## src/rtl/i2c_arb_monitor.sv

```systemverilog
module i2c_arb_monitor #(
  parameter int SYNC_STAGES = 2,
  parameter int FILT_LEN    = 3
) (
  input  logic       clk,
  input  logic       rst_n,
  input  logic       scl_in,
  input  logic       sda_in,
  input  logic       xmit_active,
  input  logic       is_master,
  input  logic [1:0] act,
  input  logic       idle_slave,
  input  logic       clr_arl,
  input  logic       clr_start,
  input  logic       clr_stop,
  input  logic       bus_timeout,
  output logic       arb_lost,
  output logic       start_seen,
  output logic       stop_seen,
  output logic       bus_busy
);
  localparam logic [1:0] ACT_ONE = 2'd1, ACT_RSTART = 2'd2, ACT_STOP = 2'd3;

  logic [SYNC_STAGES-1:0] scl_sync, sda_sync;
  logic [FILT_LEN-1:0]    scl_hist, sda_hist;
  logic scl_f, sda_f, scl_p, sda_p;

  always_ff @(posedge clk or negedge rst_n) begin
    if (!rst_n) begin
      scl_sync <= '1;
      sda_sync <= '1;
      scl_hist <= '1;
      sda_hist <= '1;
      scl_f    <= 1'b1;
      sda_f    <= 1'b1;
      scl_p    <= 1'b1;
      sda_p    <= 1'b1;
    end else begin
      scl_sync <= {scl_sync[SYNC_STAGES-2:0], scl_in};
      sda_sync <= {sda_sync[SYNC_STAGES-2:0], sda_in};
      scl_hist <= {scl_hist[FILT_LEN-2:0], scl_sync[SYNC_STAGES-1]};
      sda_hist <= {sda_hist[FILT_LEN-2:0], sda_sync[SYNC_STAGES-1]};
      if (&scl_hist)       scl_f <= 1'b1;
      else if (~|scl_hist) scl_f <= 1'b0;
      if (&sda_hist)       sda_f <= 1'b1;
      else if (~|sda_hist) sda_f <= 1'b0;
      scl_p <= scl_f;
      sda_p <= sda_f;
    end
  end

  logic scl_rise, scl_fall, start_cond, stop_cond;
  assign scl_rise   = scl_f & ~scl_p;
  assign scl_fall   = ~scl_f & scl_p;
  assign start_cond = scl_f & scl_p & sda_p & ~sda_f;
  assign stop_cond  = scl_f & scl_p & ~sda_p & sda_f;

  logic lose_bit, lose_fstart, lose_rstart, lose_stop, arl_set;
  assign lose_bit    = (act == ACT_ONE || act == ACT_RSTART) & scl_rise & ~sda_f;
  assign lose_fstart = (act == ACT_ONE) & start_cond;
  assign lose_rstart = is_master & (act == ACT_RSTART) & scl_fall & sda_p;
  assign lose_stop   = is_master & (act == ACT_STOP) & scl_fall & ~sda_p;
  assign arl_set     = xmit_active & (lose_bit | lose_fstart | lose_rstart | lose_stop);

  logic engaged, start_set, stop_set;
  assign engaged   = is_master | ~idle_slave;
  assign start_set = start_cond & (engaged | (xmit_active & lose_fstart));
  assign stop_set  = stop_cond & engaged;

  always_ff @(posedge clk or negedge rst_n) begin
    if (!rst_n) begin
      arb_lost   <= 1'b0;
      start_seen <= 1'b0;
      stop_seen  <= 1'b0;
      bus_busy   <= 1'b0;
    end else begin
      arb_lost   <= arl_set | (arb_lost & ~clr_arl);
      start_seen <= start_set | (start_seen & ~clr_start);
      stop_seen  <= stop_set | (stop_seen & ~clr_stop);
      bus_busy   <= start_cond | (bus_busy & ~stop_cond & ~bus_timeout);
    end
  end


  arb_gate_chk: assert property (@(posedge clk) disable iff (!rst_n)
    $rose(arb_lost) |-> $past(xmit_active));


  start_busy_chk: assert property (@(posedge clk) disable iff (!rst_n)
    $rose(start_seen) |-> bus_busy);


  stop_idle_chk: assert property (@(posedge clk) disable iff (!rst_n)
    $rose(stop_seen) |-> !bus_busy);


  stop_engaged_chk: assert property (@(posedge clk) disable iff (!rst_n)
    $rose(stop_seen) |-> $past(is_master || !idle_slave));


  busy_drop_chk: assert property (@(posedge clk) disable iff (!rst_n)
    $fell(bus_busy) |-> $past(bus_timeout || stop_cond));


  arl_clear_chk: assert property (@(posedge clk) disable iff (!rst_n)
    (clr_arl && !arl_set) |=> !arb_lost);
endmodule

```

## config.mk

```make
export PLATFORM = sky130hd
export DESIGN_NAME = i2c_arb_monitor
export DESIGN_NICKNAME = d
export VERILOG_FILES = /design/src/rtl/i2c_arb_monitor.sv
export SDC_FILE = /design/constraint.sdc
export NUM_CORES = 1
export LEC_CHECK = 0
export BUFFER_PORTS_ARGS = -buffer_cell sky130_fd_sc_hd__buf_2
export CORE_AREA = 10 10 47 49
export CTS_BUF_LIST = sky130_fd_sc_hd__clkbuf_2
export DETAILED_ROUTE_END_ITERATION = 12
export DIE_AREA = 0 0 57 59
export GPL_TIMING_DRIVEN = 0
export HOLD_SLACK_MARGIN = 0.06
export PLACE_DENSITY = 0.76
export SLEW_MARGIN = 20
export SYNTH_ARGS = -nofsm -noshare
export SYNTH_HDL_FRONTEND = slang
export SYNTH_SLANG_ARGS = --single-unit
```

## constraint.sdc

```tcl
create_clock -name clk -period 1.9 [get_ports clk]
set_input_delay 0.095 -clock clk [delete_from_list [all_inputs] [get_ports clk]]
set_output_delay 0.095 -clock clk [all_outputs]
set_load 0.005 [all_outputs]
```

# [After elaboration in Yosys (flattened, before gate mapping)]
# Cells that the tools add are included.
[word_totals] input_bits=13 wordCells=70 output_inout_bits=4 register_bits=18
[op_classes] n_reduce_logical=5 bitwise=44 muxes=4 n_eq_ne=5
[ops] operator="$and A1 B1 Y1" count=25
[ops] operator="$not A1 Y1" count=10
[ops] operator="$or A1 B1 Y1" count=9
[ops] operator="$reduce_and A3 Y1" count=2
[ops] operator="$reduce_or A3 Y1" count=2
[ops] operator="$eq A2 B2 Y1 const B" count=2
[ops] operator="$mux W1" count=4
[ops] operator="$ne A2 B2 Y1 const B" count=2
[ops] operator="$eq A2 B1 Y1 const B" count=1
[ops] operator="$logic_or A1 B1 Y1" count=1

# [Longest topological paths before layout]
[depth] depth_word=9 ltp_mapped=5 ltp_nobuf=5

# [Worst setup path after synthesis]
# Ideal clock, no wire load.
[synth_path] path_type="reg-to-reg" startpoint="reg scl_p" endpoint="reg arb_lost" path_stages_with_launch=4 path_slack_ns=0.939 setup_ns=0.137 t_arrival_ns=0.823 period_less_slack_ns=0.961 path_buffers=0 required_time_ns=1.763 cell_sequence="dfstp_2 nor2_1 a31oi_1 o221ai_1"
[synth_between] elab_chain_cells=9 word_cells_on_any_way=18 cone_classes="bitwise (18)"
[synth_rtl] item="from (decl)" line="26" source="logic scl_f, sda_f, scl_p, sda_p;"
[synth_rtl] item="from (signal assigned)" line="47" source="scl_p <= scl_f;"
[synth_rtl] item="$and A1 B1 Y1 or $not A1 Y1 (tied branches)" line="55, 53"
[synth_rtl] item="$and A1 B1 Y1, on equally long branches" line="55, 53"
[synth_rtl] item="$and A1 B1 Y1, on equally long branches" line="55, 59"
[synth_rtl] item="$and A1 B1 Y1, on equally long branches" line="60, 59"
[synth_rtl] item="$or A1 B1 Y1 (2 in series)" line="63" source="assign arl_set = xmit_active & (lose_bit | lose_fstart | lose_rstart | lose_stop);"
[synth_rtl] item="$or A1 B1 Y1 *" line="63"
[synth_rtl] item="$and A1 B1 Y1 *" line="63"
[synth_rtl] item="$or A1 B1 Y1 *" line="77" source="arb_lost <= arl_set | (arb_lost & ~clr_arl);"
[synth_rtl] item="to (signal assigned)" line="77"
[synth_rtl] item="to (decl)" line="17" source="output logic arb_lost,"
# Mark *: on every way between the ends. The rest lies on a longest branch, timed or not.
# A chain may end at the register's enable or synchronous reset.

# [Final worst setup path]
# Same ends and word-level chain as after synthesis.

==> results.cfg <==
[status]
outcome = finished clean

[logic_synthesis]
ys_ff_latch = 18
synth_xor_area_share_pct = 0
synthCells = 49
synth_area_um2 = 667
synth-compound-area-share_pct = 9.57
synth_cell_type_count = 17
synthAdderAreaFrac_pct = 5.63
synth_top_family_by_area = simple AND/OR/NAND/NOR gates
synth-simple-area-share_pct = 9.76
yosysWarnings = 0
synth_nets = 65
avgSynthCellArea_um2 = 13.6
synth.mux.area_fraction_pct = 1.50
seq_area_frac_synth_pct = 70.2

[cts]
cts_resized = 0
cts_tree = done
numCtsBuffers = 3
clk_latency_ns = 0.29
cts.sinks = 18
clk_path_buf_depth = 2
cts_root_buf = clkbuf_2
clk_pin_slew_ns = 0.16
htree_num_levels = 1

[critical_path]
cp.required_ns = 2.07
reg2reg_setup_slack_ns = 0.84
end_kind = flip-flop
worstSetupPathType = reg2reg
crit_fanout = 5
worst_setup_path_start_kind = flip-flop
arrival_ns = 1.23

[pwr]
ir_drop_uv = 492
power_density_nw_per_um2 = 825
p_leak_nw = 0.412

[placement]
dp_hpwl_um = 928
portBuffers = 16
routabilityCongestion = 0.781

[detailed_routing]
ant_nets = 0
drt-total-wl_um = 1270
viasPerCell = 5.02
drc_errors = 0
vias = 457
wl_per_cell_um = 14.0
first_pass_iters = 3
first_iter_violations = 2

[die]
die_area_um2 = 3360
die_y_um = 59
row_count = 14
start_util_pct = 47.6
ios = 17
core_um2 = 1400
die_w_um = 57

[sta]
max_slew_margin_pct = 75.5
max_freq_mhz = 940
rsz0062_at_grt = no
setup_viol = 0
fin_skew_ns = 0.0127
drv_slew = 0
fin_worst_hold_slack_ns = 0.113
tns_ns = 0
worst_pin_slew_ns = 0.367
hold_viol = 0
fin_crit_ns = 1.06
min_period_over_period_pct = 56.0

[global_routing]
antenna_found_initial = 0
grt_pass1_wl_um = 2260
grt_max_degree = 19
overflow = 0
gr-usage-all-layers_pct = 8.52
grt_pass1_vias = 540

[final_layout]
fillers = 117
area_growth_pct = 26.8
nets = 92
drive_gt1_share_pct = 44.0
final_cell_mix = 16 x buf_2, 14 x dfstp_2, 6 x inv_1, 6 x dlygate4sd3_1
diodes = 0
final_core_util_pct = 60.4
mostFrequentLayoutCell = buf_2

[run]
maxCapViolCount = 0

[worst_hold_path]
hp-class = in2reg
==> state kept, by name (all words and copies together), names as in the netlist, 2 cells and up <==
signal,count
sda_sync,2
scl_sync,2
scl_hist,3
sda_hist,3
==> layer usage <==
| metal | track usage [%] | vias up | wire length, um |
|---|---|---|---|
| met1 | 7.94 | 217 | 512 |
| met2 | 14.3 | 14 | 599 |
| li1 | - | 220 | - |
| met3 | 4.29 | 6 | 108 |
| met5 | 0 | - | 0 |
| met4 | 6.04 | 0 | 53 |
==> critical path, cell delays in order, from the launching register on <==
cell and delay (ns):
dfstp_2 0.60, nor2_1 0.06, a31oi_1 0.14, o221ai_1 0.15
==> stage by stage <==
step	setup slack, ns	cell area, um^2	instances	power [mW]
4_1_cts	0.813	846	91	0.708
3_3_place_gp	0.891	767	81	0.536
6_report	0.836	846	91	0.698
5_1_grt	0.762	846	91	0.735
2_1_floorplan	0.939	667	49	0.494
3_5_place_dp	0.821	767	81	0.543
==> cells by family (layout without fill, tap and decap cells) <==
kind of cell               after synthesis  count (layout)
DFF                                     18              18
adders and majority gates                3               3
muxes                                    1               1
AOI/OAI and AO/OA                       11              11
buffers and inverters                    6              32
and+or+nand+nor                         10              10
==> repair_timing <==
item / CTS / global route
setup buffers: 0 / 0
hold endpoints to repair: 23 / 0
hold buffers: 6 / 0
==> cell usage after synthesis <==
cell type	instances	share of area [%]
nand3b_1	2	2.3
dfrtp_1	4	15
a21o_1	1	1.1
mux2i_1	1	1.5
o221ai_1	1	1.3
nor2b_1	1	0.94
nand4b_1	3	3.9
a31oi_1	1	0.94
nor2_1	1	0.56
a21oi_1	3	2.3
dfstp_2	14	55
inv_1	6	3.4
o22ai_1	1	0.94
ha_1	3	5.6
o21ai_0	4	3.0
nand2_1	2	1.1
nand2b_1	1	0.94
==> report_power, final <==
part	internal, mW	leakage [nW]	switching, mW
Clock	0.0457	0.0140	0.107
Combinational	0.0467	0.197	0.0382
Sequential	0.434	0.201	0.0261
==> final cells by class <==
type                       instances  area, um^2  share of cell area, %
clock buffer                       3        15.0                   1.78
multi-input combinational         25         176                   20.9
timing repair buffer              22         140                   16.6
inverter                           6        22.5                   2.66
clock inverter                     1        3.75                  0.444
tap                               16        20.0                   2.37
sequential                        18         468                   55.3
==> path summary, 6_finish.rpt <==
check                            start  cells after the start          end
min reg2reg                sda_sync[1]                      0  sda_hist[0]
min                          is_master                      3    stop_seen
max reg2reg                      scl_p                      3     arb_lost
max in group asynchronous        rst_n                      2  scl_hist[0]
max                              scl_p                      3     arb_lost
min in group asynchronous        rst_n                      2     bus_busy
Power figures use the tool's default switching activity.
